===== src/rtl/hbus_pkg.sv =====
package hbus_pkg;
  typedef enum logic {
    BUS_SEP = 1'b0,
    BUS_MUX = 1'b1
  } bus_mode_e;

  localparam int unsigned SYNC_STAGES = 2;
  localparam int unsigned CTRL_W      = 4; // ale, cs, rd, wr
endpackage


===== src/rtl/hbus_sync.sv =====
module hbus_sync #(
  parameter int unsigned W      = 1,
  parameter int unsigned STAGES = 2,
  parameter logic [W-1:0] RST_VAL = '0
) (
  input  logic         clk_i,
  input  logic         rst_ni,
  input  logic [W-1:0] d_i,
  output logic [W-1:0] q_o
);
  logic [W-1:0] stg [STAGES];

  for (genvar s = 0; s < STAGES; s++) begin : g_stage
    always_ff @(posedge clk_i or negedge rst_ni) begin
      if (!rst_ni) stg[s] <= RST_VAL;
      else         stg[s] <= (s == 0) ? d_i : stg[(s == 0) ? 0 : s-1];
    end
  end

  assign q_o = stg[STAGES-1];
endmodule


===== src/rtl/hbus_mode_ctl.sv =====
module hbus_mode_ctl
  import hbus_pkg::*;
#(
  parameter int unsigned AW = 4
) (
  input  logic          clk_i,
  input  logic          rst_ni,
  input  logic          ale_s_i,
  input  logic          cs_ns_i,
  input  logic [AW-1:0] dlo_s_i,
  output bus_mode_e     mode_o,
  output logic [AW-1:0] lat_addr_o
);
  logic ale_q, cs_q;
  logic ale_rise, ale_fall, cs_rel;

  // references reset high: tied-high ALE never shows a rising edge
  assign ale_rise = ale_s_i & ~ale_q;
  assign ale_fall = ~ale_s_i & ale_q;
  assign cs_rel   = cs_ns_i & ~cs_q;

  always_ff @(posedge clk_i or negedge rst_ni) begin
    if (!rst_ni) begin
      ale_q      <= 1'b1;
      cs_q       <= 1'b1;
      mode_o     <= BUS_SEP;
      lat_addr_o <= '0;
    end else begin
      ale_q <= ale_s_i;
      cs_q  <= cs_ns_i;
      if (ale_rise)    mode_o <= BUS_MUX;
      else if (cs_rel) mode_o <= BUS_SEP;
      if (mode_o == BUS_MUX && ale_fall) lat_addr_o <= dlo_s_i;
    end
  end
endmodule


===== src/rtl/hbus_access.sv =====
module hbus_access
  import hbus_pkg::*;
#(
  parameter int unsigned AW = 4,
  parameter int unsigned DW = 8
) (
  input  logic          clk_i,
  input  logic          rst_ni,
  input  bus_mode_e     mode_i,
  input  logic          cs_ns_i,
  input  logic          rd_ns_i,
  input  logic          wr_ns_i,
  input  logic [AW-1:0] addr_s_i,
  input  logic [AW-1:0] lat_addr_i,
  input  logic [DW-1:0] data_s_i,
  output logic          reg_rd_o,
  output logic          reg_wr_o,
  output logic [AW-1:0] reg_addr_o,
  output logic [DW-1:0] reg_wdata_o,
  output logic          rd_oe_o
);
  logic          is_mux;
  logic          ract, wact, ract_q, wact_q;
  logic [AW-1:0] addr_cur;

  assign is_mux   = (mode_i == BUS_MUX);
  assign ract     = ~cs_ns_i & (is_mux ? ~rd_ns_i : (~wr_ns_i & rd_ns_i));
  assign wact     = ~cs_ns_i & ~wr_ns_i & (is_mux | ~rd_ns_i);
  assign addr_cur = is_mux ? lat_addr_i : addr_s_i;

  always_ff @(posedge clk_i or negedge rst_ni) begin
    if (!rst_ni) begin
      ract_q      <= 1'b0;
      wact_q      <= 1'b0;
      reg_rd_o    <= 1'b0;
      reg_wr_o    <= 1'b0;
      rd_oe_o     <= 1'b0;
      reg_addr_o  <= '0;
      reg_wdata_o <= '0;
    end else begin
      ract_q   <= ract;
      wact_q   <= wact;
      reg_rd_o <= ract & ~ract_q;
      reg_wr_o <= wact_q & ~wact;   // write commits on strobe release
      rd_oe_o  <= ract;
      if (ract | wact) reg_addr_o  <= addr_cur;
      if (wact)        reg_wdata_o <= data_s_i;
    end
  end
endmodule


===== src/rtl/hbus_front.sv =====
module hbus_front
  import hbus_pkg::*;
#(
  parameter int unsigned AW = 4,
  parameter int unsigned DW = 8
) (
  input  logic          clk_i,
  input  logic          rst_ni,
  input  logic          cs_ni,
  input  logic          ale_i,
  input  logic          rd_ni,
  input  logic          wr_ni,
  input  logic [AW-1:0] addr_i,
  input  logic [DW-1:0] data_i,
  output logic [DW-1:0] data_o,
  output logic          data_oe_o,
  output logic          reg_rd_o,
  output logic          reg_wr_o,
  output logic [AW-1:0] reg_addr_o,
  output logic [DW-1:0] reg_wdata_o,
  input  logic [DW-1:0] reg_rdata_i
);
  localparam int unsigned SW = CTRL_W + AW + DW;
  localparam logic [SW-1:0] SYNC_RST = {4'b1111, {(AW+DW){1'b0}}};

  logic [SW-1:0] raw, syn;
  logic          ale_s, cs_ns, rd_ns, wr_ns;
  logic [AW-1:0] addr_s, lat_addr;
  logic [DW-1:0] data_s;
  bus_mode_e     mode;

  assign raw = {ale_i, cs_ni, rd_ni, wr_ni, addr_i, data_i};
  assign {ale_s, cs_ns, rd_ns, wr_ns, addr_s, data_s} = syn;

  hbus_sync #(.W(SW), .STAGES(SYNC_STAGES), .RST_VAL(SYNC_RST)) u_sync (
    .clk_i (clk_i),
    .rst_ni(rst_ni),
    .d_i   (raw),
    .q_o   (syn)
  );

  hbus_mode_ctl #(.AW(AW)) u_mode (
    .clk_i     (clk_i),
    .rst_ni    (rst_ni),
    .ale_s_i   (ale_s),
    .cs_ns_i   (cs_ns),
    .dlo_s_i   (data_s[AW-1:0]),
    .mode_o    (mode),
    .lat_addr_o(lat_addr)
  );

  hbus_access #(.AW(AW), .DW(DW)) u_acc (
    .clk_i      (clk_i),
    .rst_ni     (rst_ni),
    .mode_i     (mode),
    .cs_ns_i    (cs_ns),
    .rd_ns_i    (rd_ns),
    .wr_ns_i    (wr_ns),
    .addr_s_i   (addr_s),
    .lat_addr_i (lat_addr),
    .data_s_i   (data_s),
    .reg_rd_o   (reg_rd_o),
    .reg_wr_o   (reg_wr_o),
    .reg_addr_o (reg_addr_o),
    .reg_wdata_o(reg_wdata_o),
    .rd_oe_o    (data_oe_o)
  );

  assign data_o = data_oe_o ? reg_rdata_i : '0;
endmodule


===== config.mk =====
export PLATFORM = sky130hd
export DESIGN_NAME = hbus_front
export DESIGN_NICKNAME = d
export VERILOG_FILES = /design/src/rtl/hbus_pkg.sv /design/src/rtl/hbus_sync.sv /design/src/rtl/hbus_mode_ctl.sv /design/src/rtl/hbus_access.sv /design/src/rtl/hbus_front.sv
export SDC_FILE = /design/constraint.sdc
export NUM_CORES = 1
export LEC_CHECK = 0
export ABC_AREA = 1
export BUFFER_PORTS_ARGS = -buffer_cell sky130_fd_sc_hd__buf_2
export CAP_MARGIN = 20
export CORE_ASPECT_RATIO = 0.5
export CORE_MARGIN = 8
export CORE_UTILIZATION = 33
export DETAILED_ROUTE_END_ITERATION = 10
export MAX_ROUTING_LAYER = met4
export RECOVER_POWER = 25
export SLEW_MARGIN = 40
export SYNTH_ARGS = -nofsm -noshare
export SYNTH_HDL_FRONTEND = slang
export SYNTH_HIERARCHICAL = 1
export SYNTH_SLANG_ARGS = --single-unit

===== constraint.sdc =====
create_clock -name clk_i -period 1.2 [get_ports clk_i]
set_input_delay 0.06 -clock clk_i [delete_from_list [all_inputs] [get_ports clk_i]]
set_output_delay 0.06 -clock clk_i [all_outputs]
set_load 0.05 [all_outputs]

== After elaboration in Yosys (flattened, before gate mapping) ==
Cells that the tools add are included.
Cells by class
  mux-type cells: 5
  bitwise logic cells: 19
  reduce and logical (&&, ||, !) cells: 2
Operator list (count)
  1-bit bitwise AND: 9
  8-bit 2-to-1 mux: 1
  1-bit NOT: 8
  4-bit 2-to-1 mux: 1
  1-bit 2-to-1 mux: 3
  1-bit bitwise OR: 2
  2-bit nonzero test: 1
  1-bit logical AND: 1
Storage, ports and cells
  register bits after elaboration: 55
  output and inout port bits: 23
  logic and storage cells: 38

== Depth between registers and ports, before layout ==
Gate-level depths: netlist of the first run.
  depth after elaboration: 5
  gate-level depth with buffers: 6
  mapped depth without buffers: 6

== By module ==
Netlist of the first run, hierarchy kept.
By module, submodules not included
  hbus_sync: times used 1, cells an instance 48, area each 930.9 um^2
  hbus_access: times used 1, cells an instance 80, area each 716.9 um^2
  hbus_mode_ctl: times used 1, cells an instance 25, area each 265.3 um^2
  hbus_front: times used 1, cells an instance 17, area each 65.1 um^2

== Worst setup path before layout of the first run ==
No wires, ideal clock.
  path type: reg-to-output
  from: register u_acc/ract_q (netlist name)
  to: output port data_o[0]
  arrival: 1.230 ns
  required time: 1.140 ns
  path slack: -0.090 ns
  cell stages (with the launch flop): 4
  path buffers: 1
  path through: dfrtp_1 -> buf_2 -> nand2_1 -> inv_1
RTL lines
  end: declaration: line hbus_front.sv:15  | output logic [DW-1:0] data_o,

==> results.cfg, run 1 <==
[status]
status = completed

[setup_path]
path_cells = nand2_1, inv_1, clkbuf_4
critical_path.startpoint_type = flop
slowest_delay_ns = 0.45
crit_fanout = 10
worstRegToRegCells = 5
slowest_stage = dfrtp_2
crit_type = reg2out
cp_data_arrival_time_ns = 1.08
required_ns = 1.14
cp-end-kind = primary output

[global_routing]
grt_pass1_wl_um = 6570
antenna_found_initial = 0
grt_usage = 0.0952
grt.overflow.total = 0
grt_pass1_vias = 1424
grt_max_degree = 21

[timing]
grt_setup_unrepaired = yes
setup_viol = 0
max_freq_mhz = 876
min_period_ns = 1.14
worst_pin_slew_ns = 0.440
maxSlewViolCount = 0
final.setup_skew_ns = 0.00565
fin_tns_setup_ns = 0
maxSlewHeadroom = 0.707
finalCritPeriodShare = 0.952
hold_viol = 0

[finish]
fin_nets = 256
fillCellCount = 552
fin_cells = 308
drive_gt1_frac = 0.372
antenna_cells = 0
area_growth_pct = 30.3

[synth]
yosys.area_share.simple = 0.193
synth_area_mm2 = 0.00198
synth_nets = 196
yosysSeqAreaShare = 0.702
ys_types = 19
synth_cells = 170
synth_warnings = 6
synth_top_area_share = 0.569
synth_fa_ha_area_frac = 0
synth_mux_area_frac = 0
synth-compound-area-share = 0.00506
post_synth_xor_area_fraction = 0
ys_seq_elements = 55
synth_top_family_by_area = simple AND/OR/NAND/NOR gates
yosysTopAreaCell = dfrtp_1
netlist_top_cells_area = dfrtp_1 (57%), dfstp_2 (13%), nand2_1 (11%)
syn-mean-instance-area_um2 = 11.6

[cts]
cts.sinks = 55
tritoncts = yes
clk_latency_ns = 0.29
numCtsBuffers = 5
root_buffer = clkbuf_16
clk_pin_slew_ns = 0.07
ctsLongestPathBuffers = 2
htree_levels = 2

[floorplanning]
die_area_mm2 = 0.00888
io_pins = 49
num_rows = 20
die_x_um = 125
start_util = 0.334
core_area_mm2 = 0.00593
die_h_um = 70.7

[place]
dp_cells = 283
dp_hpwl_um = 2770
gp_congestion = 0.867
io_buffers = 48

[power]
total_power_mw = 4.47
ir_drop_mv = 0.715
power-per-cell-area_mw_per_mm2 = 1730
leakagePower_nw = 1.37

[hold_path]
worstHoldPathType = in2async

[route]
drc = 0
finalWirelength_um = 3850
drtAntennaViolNets = 0
avgRoutedWirePerCell_um = 12.5
via_count = 1265
detail_route.vias_per_cell = 4.11
first_pass_iters = 4
drt_iter0_drc = 33

[job]
maxCapViolations = 0
## flip-flops by register name, summed over array words and instances (netlist names)
| register | cells |
|---|---|
| u_sync/q_o | 16 |
| u_acc/reg_wdata_o | 8 |
| u_mode/mode_o | 1 |
| u_mode/lat_addr_o | 4 |
| u_mode/cs_q | 1 |
| u_mode/ale_q | 1 |
| u_acc/reg_addr_o | 4 |
| u_acc/wact_q | 1 |
| u_acc/ract_q | 1 |
| u_acc/reg_wr_o | 1 |
| u_sync/stg | 16 |
| u_acc/reg_rd_o | 1 |
## worst max-delay path: cells and delay by family (launching register included)
family | cells | cell delay [ns]
flip-flops | 1 | 0.45
AND/OR/NAND/NOR | 1 | 0.07
buffers and inverters | 2 | 0.27
## layer usage
metal | GRT usage | vias to the layer above | routed length (um)
li1 | - | 616 | -
met1 | 0.103 | 608 | 1640
met2 | 0.158 | 36 | 1930
met3 | 0.0300 | 5 | 200
met4 | 0.0481 | 0 | 71
met5 | - | - | 0
## timing repair
action / 4_1_cts / 5_1_grt
setup buffers: 0 / 0
endpoints found under the hold margin: 30 / 0
gates resized for setup: 4 / 7
hold buffers: 17 / 0
endpoints found under the setup margin: 4 / 4
## area by class of cell
cell class | instances | area (um2) | share of cell area
flip-flops and latches | 55 | 1390 | 0.539
repair buffers | 70 | 467 | 0.181
multi-input cells | 82 | 392 | 0.152
clock buffers | 7 | 153 | 0.0592
well taps | 77 | 96.3 | 0.0374
inverters | 16 | 72.6 | 0.0282
clock inverters | 1 | 7.51 | 0.00291
## synthesized netlist by cell type (all sizes together)
cell type and instances:
a21oi 1, o21ai 1, nand3 6, or2 1
dfrtp 45, nand2 66, nand4 4, nor2 3
inv 15, clkinv 1, dfstp 10, buf 17
## cell usage in the layout, fill, tap and decap left out, drive strengths merged
cell type	n
a21oi	1
buf	51
clkbuf	9
clkinv	1
clkinvlp	1
dfrtp	45
dfstp	10
dlygate4sd3	17
inv	15
nand2	66
nand3	6
nand4	4
nor2	3
o21ai	1
or2	1
## kinds of logic after synthesis
logic type | after synthesis
flops | 55
compound gates | 2
simple gates | 80
buf+inv | 33
## report_power, final
part | internal (mW) | total [mW] | switching (mW)
clock network | 0.887 | 1.50 | 0.609
logic | 0.234 | 0.830 | 0.596
registers | 2.04 | 2.14 | 0.0977
## stage by stage
| step | worst slack (ns) | utilization | hold WS [ns] | cell area [um2] |
|---|---|---|---|---|
| after floorplan | 0.0578 | - | -0.236 | 1980 |
| after global placement | 0.144 | 0.376 | 0.0377 | 2230 |
| after detailed placement | 0.101 | 0.376 | 0.0308 | 2230 |
| after CTS | 0.00230 | 0.433 | 0.261 | 2570 |
| after global routing | 0.00532 | 0.435 | 0.279 | 2580 |
| final | 0.0579 | 0.435 | 0.246 | 2580 |
## final timing paths
path | start | endpoint | slack, ns
setup / recovery | u_acc/ract_q$_DFF_PN0_ | data_o[0] | 0.06
hold / removal | rst_ni | u_mode/lat_addr_o[3]$_DFFE_PN0P_ | 0.25
setup reg to reg | u_sync/q_o[14]$_DFF_PN1_ | u_acc/reg_addr_o[2]$_DFFE_PN0P_ | 0.10
hold reg to reg | u_sync/stg[17]$_DFF_PN0_ | u_sync/q_o[1]$_DFF_PN0_ | 0.34
max in group asynchronous | rst_ni | u_acc/reg_wdata_o[5]$_DFFE_PN0P_ | 0.37
min in group clk_i | u_sync/stg[17]$_DFF_PN0_ | u_sync/q_o[1]$_DFF_PN0_ | 0.34
Note: power is estimated with default switching activity, not from simulation.
==> run 2: changes to the inputs <==
--- a/config.mk
+++ b/config.mk
@@ -5,7 +5,7 @@
 export SDC_FILE = /design/constraint.sdc
 export NUM_CORES = 1
 export LEC_CHECK = 0
-export ABC_AREA = 1
+export ABC_CLOCK_PERIOD_IN_PS = 1200
 export BUFFER_PORTS_ARGS = -buffer_cell sky130_fd_sc_hd__buf_2
 export CAP_MARGIN = 20
 export CORE_ASPECT_RATIO = 0.5
==> results.cfg, run 2 <==
[place]
dp_hpwl_um = 2280
io_buffers = 48
gp_congestion = 0.706

[timing]
finalCritPeriodShare = 1.10
grt_setup_unrepaired = yes
maxSlewHeadroom = 0.815
setup_viol = 18
worst_pin_slew_ns = 0.277
maxSlewViolCount = 0
min_period_ns = 1.32
hold_viol = 0
final.setup_skew_ns = 0.00493
fin_ws_ns = -0.125
max_freq_mhz = 755

[power]
ir_drop_mv = 0.691
leakagePower_nw = 1.27
power-per-cell-area_mw_per_mm2 = 1740
total_power_mw = 4.57

[synth]
yosysTopAreaCell = dfrtp_1
ys_top_cells_by_count = dfrtp_1 (45), buf_4 (16), mux2_2 (16)
synth_nets = 140
synth_top_area_share = 0.588
syn-mean-instance-area_um2 = 16.8
synth_area_mm2 = 0.00192
ys_types = 16
ys.flop_type = dfrtp_1
synth-edff-count = 0
synth_cells = 114
synth_warnings = 6
netlist_top_cells_area = dfrtp_1 (59%), dfstp_2 (14%), mux2_2 (9.4%)
ys_seq_elements = 55
yosysSeqAreaShare = 0.725
async_flop_share = 1.00
yosysMostFrequentCell = dfrtp_1

[finish]
layout_commonest_cell = buf_2
drive_gt1_frac = 0.624
final_cell_mix = buf_2 (44), dfrtp_1 (43), dlygate4sd3_1 (17)
fin_nets = 204
final_util = 0.474
antenna_cells = 0
area_growth_pct = 37.0

[floorplanning]
die_h_um = 69.9
start_util = 0.346
core_area_mm2 = 0.00554
num_rows = 19
io_pins = 49
die_x_um = 124
die_area_mm2 = 0.00865

[global_routing]
grt_pass1_wl_um = 5460
grt_usage = 0.0834
grt_pass1_vias = 1137
grt.overflow.total = 0
grt_max_degree = 56
antenna_found_initial = 0

[status]
status = finished, violations left
violations = negative setup slack

[cts]
clk_latency_ns = 0.29
cts.sinks = 55
clk_pin_slew_ns = 0.06
ctsLongestPathBuffers = 2
root_buffer = clkbuf_16
htree_levels = 2
tritoncts = yes
numCtsBuffers = 5

[setup_path]
slowest_delay_ns = 0.54
path_cells = inv_2, o21ai_4, buf_12, mux2_2
slowest_stage = dfstp_2
cp-end-kind = flop
critPathTopFamily = flip-flops
required_ns = 1.37
cp_data_arrival_time_ns = 1.49
crit_type = reg2reg
crit_fanout = 9
crit_buf_inv = 2
critical_path.startpoint_type = flop

[route]
avgRoutedWirePerCell_um = 13.4
drc = 0
drtAntennaViolNets = 0
drt_iter0_drc = 35
first_pass_iters = 3
finalWirelength_um = 3360
detail_route.vias_per_cell = 4.04
via_count = 1014

[job]
maxCapViolations = 0

[hold_path]
worstHoldPathType = in2async
run 2: cell types whose count changed after synthesis, moves of 2 or more:
cell      delta
a21oi_2      +2
and2_1       +9
inv_1       -11
mux2_2      +16
mux2_4       +4
nand2_1     -56
nand2_2      -8
nand2b_1     +2
nand3_1      -4
nand3_2      -2
nand4_1      -4
run 2: kinds of logic (layout without fill, tap and decap cells):
kind of cell | count (synthesis) | after routing | share of synthesized area
flip-flops | 55 | 55 | 0.725
multiplexers | 20 | 20 | 0.125
buffers and inverters | 20 | 84 | 0.0745
AND/OR/NAND/NOR | 15 | 15 | 0.0568
AO/OA/AOI/OAI | 4 | 4 | 0.0183
run 2: through the flow:
stage / setup TNS, ns / instance area, um2 / hold slack, ns / std cells / setup slack (ns)
final: -1.41 / 2630 / 0.311 / 251 / -0.125
after global routing: -2.20 / 2630 / 0.353 / 251 / -0.162
after CTS: -1.22 / 2560 / 0.307 / 249 / -0.126
after detailed placement: -2.05 / 2190 / 0.0757 / 224 / -0.179
after global placement: -1.63 / 2190 / 0.0714 / 224 / -0.145
after floorplan: -1.56 / 1940 / -0.236 / 114 / -0.140
run 2: repair_timing:
item	in CTS	in global routing
resized for setup	9	22
cloned	0	0
hold endpoints to repair	61	0
hold buffers	17	0
setup buffers	1	2
endpoints found under the setup margin	27	22
pin swaps	1	0
run 2: per-layer routing:
layer / share of wire / track usage
met1: 0.42 / 0.0932
met2: 0.46 / 0.126
met3: 0.092 / 0.0265
met4: 0.028 / 0.0556
met5: 0 / -
run 2: final timing paths:
check | startpoint | end | slack (ns) | depth (start not counted)
min | rst_ni | u_sync/stg[21]$_DFF_PN0_ | 0.31 | 3
min in group clk_i | u_sync/stg[16]$_DFF_PN0_ | u_sync/q_o[0]$_DFF_PN0_ | 0.35 | 0
min reg2reg | u_sync/stg[16]$_DFF_PN0_ | u_sync/q_o[0]$_DFF_PN0_ | 0.35 | 0
max | u_sync/q_o[13]$_DFF_PN1_ | u_acc/reg_wdata_o[6]$_DFFE_PN0P_ | -0.12 | 4
max in group asynchronous | rst_ni | u_sync/q_o[15]$_DFF_PN1_ | 0.60 | 3
max reg2reg | u_sync/q_o[13]$_DFF_PN1_ | u_acc/reg_wdata_o[6]$_DFFE_PN0P_ | -0.12 | 4
run 2: area by class of cell:
cell class / instances / area (um2)
flip-flops and latches: 55 / 1390
clock inverters: 1 / 5.00
well taps: 73 / 91.3
multi-input cells: 39 / 440
clock buffers: 6 / 139
repair buffers: 74 / 547
inverters: 3 / 11.3
fillers: 463 / 2910
run 2: power by group:
group | leakage (nW) | internal (mW) | total [mW] | switching, mW
Clock | 0.0727 | 0.814 | 1.40 | 0.583
Sequential | 0.635 | 2.07 | 2.16 | 0.0969
Combinational | 0.561 | 0.398 | 1.01 | 0.612
run 2: worst reg2reg max path: stages, from the launching register on:
cell and delay, ns:
dfstp_2 0.54, inv_2 0.04, o21ai_4 0.15, buf_12 0.15, mux2_2 0.33
==> run 3: changes to the inputs <==
--- a/config.mk
+++ b/config.mk
@@ -14,6 +14,7 @@
 export DETAILED_ROUTE_END_ITERATION = 10
 export MAX_ROUTING_LAYER = met4
 export RECOVER_POWER = 25
+export SETUP_SLACK_MARGIN = 0.05
 export SLEW_MARGIN = 40
 export SYNTH_ARGS = -nofsm -noshare
 export SYNTH_HDL_FRONTEND = slang
==> results.cfg, run 3 (synthesis results as in run 2) <==
[timing]
final.setup_skew_ns = 0.00624
setup_viol = 14
fin_tns_setup_ns = -1.37
max_freq_mhz = 755
maxSlewHeadroom = 0.493
fin_ws_ns = -0.125
worst_pin_slew_ns = 0.761
min_period_ns = 1.32
hold_viol = 0
grt_setup_unrepaired = yes
maxSlewViolCount = 0
finalCritPeriodShare = 1.10

[cts]
root_buffer = clkbuf_16
cts.sinks = 55
ctsLongestPathBuffers = 2
clk_pin_slew_ns = 0.07
clk_latency_ns = 0.29
tritoncts = yes
numCtsBuffers = 5
htree_levels = 2

[place]
dp_hpwl_um = 2330
gp_congestion = 0.698
post-place-ws_ns = -0.153
dp_cells = 225
io_buffers = 48

[setup_path]
critPathCapture = u_acc/reg_wdata_o[2]$_DFFE_PN0P_
rrSetupSlack_ns = -0.12
reg2reg_to = u_acc/reg_wdata_o[2]$_DFFE_PN0P_
worstRegToRegCells = 4
r2r_start = u_sync/q_o[13]$_DFF_PN1_
critical_path.startpoint_type = flop
required_ns = 1.37
crit_type = reg2reg
crit_fanout = 10
startpoint = u_sync/q_o[13]$_DFF_PN1_
cp_data_arrival_time_ns = 1.49
cp-end-kind = flop

[route]
finalWirelength_um = 3490
drtAntennaViolNets = 0
drt_iter0_drc = 27
via_count = 1038
avgRoutedWirePerCell_um = 13.8
detail_route.vias_per_cell = 4.09
first_pass_iters = 3
drc = 0

[status]
status = finished, violations left
violations = negative setup slack

[finish]
layout_commonest_cell = dfrtp_1
area_growth_pct = 42.2
final_cell_mix = dfrtp_1 (43), buf_2 (38), dlygate4sd3_1 (17)
fin_cells = 254
final_util = 0.492
antenna_cells = 0
fin_nets = 206
drive_gt1_frac = 0.613

[global_routing]
grt_pass1_vias = 1119
grt_pass1_wl_um = 5690
grt.overflow.total = 0
grt_max_degree = 44
gr-usage-met3 = 0.0385
top_usage_layer = met2
antenna_found_initial = 0
grt_util_met2 = 0.140
grt_usage = 0.0878
use_met1 = 0.0952

[floorplanning]
die_x_um = 124
num_rows = 19
die_h_um = 69.9
core_area_mm2 = 0.00554
io_pins = 49
start_util = 0.346
die_area_mm2 = 0.00865

[power]
power-per-cell-area_mw_per_mm2 = 1710
ir_drop_mv = 0.716
total_power_mw = 4.65
leakagePower_nw = 1.31

[hold_path]
worstHoldPathType = reg2reg

[job]
maxCapViolations = 0
run 3: cell count changes in the layout (fill, tap and decap cells not counted), sizes merged:
| cell | before | now |
|---|---|---|
| buf | 57 | 58 |
| clkbuf | 6 | 8 |
run 3: final cells by class:
type	instances	area (um2)
Inverter	3	11.3
Multi-Input combinational cell	39	457
Fill cell	456	2820
Clock inverter	1	5.00
Timing Repair Buffer	76	626
Clock buffer	7	143
Tap cell	73	91.3
Sequential cell	55	1390
run 3: stage by stage:
step / hold slack, ns / area, um2
2_1_floorplan: -0.236 / 1940
3_3_place_gp: -0.0312 / 2210
3_5_place_dp: -0.0258 / 2210
4_1_cts: 0.200 / 2710
5_1_grt: 0.356 / 2720
6_report: 0.346 / 2720
run 3: routing by layer:
| metal | part of all wire | up-vias |
|---|---|---|
| met4 | 0.015 | 0 |
| li1 | - | 488 |
| met3 | 0.082 | 5 |
| met1 | 0.39 | 515 |
| met2 | 0.51 | 30 |
| met5 | 0 | - |
run 3: worst min path at each step:
stage                                         from                  endpoint  slack, ns  cells past startpoint
after floorplan                             rst_ni    u_acc/ract_q$_DFF_PN0_      -0.24                      0
after global placement                      rst_ni  u_sync/stg[20]$_DFF_PN0_      -0.03                      1
after detailed placement                    rst_ni  u_sync/stg[20]$_DFF_PN0_      -0.03                      1
after CTS                                   rst_ni  u_sync/stg[19]$_DFF_PN0_       0.20                      2
after global routing      u_sync/stg[20]$_DFF_PN0_   u_sync/q_o[4]$_DFF_PN0_       0.36                      0
final                     u_sync/stg[26]$_DFF_PN0_  u_sync/q_o[10]$_DFF_PN0_       0.35                      0
run 3: critical path: stages (launching register included):
cell	delay, ns
dfstp_2	0.55
inv_2	0.04
o21ai_4	0.13
buf_12	0.15
mux2_2	0.33
run 3: repair_timing:
| action | in CTS | in global routing |
|---|---|---|
| endpoints found under the setup margin | 25 | 27 |
| setup buffers | 3 | 1 |
| pin swaps | 4 | 6 |
| resized for setup | 50 | 2 |
| hold buffers | 17 | 0 |
| hold endpoints to repair | 28 | 0 |
run 3: power breakdown:
part / switching [mW] / leakage, nW / total, mW / internal, mW
clock: 0.588 / 0.0739 / 1.42 / 0.827
sequential: 0.103 / 0.635 / 2.17 / 2.07
combinational: 0.625 / 0.601 / 1.07 / 0.441
total: 1.32 / 1.31 / 4.65 / 3.33
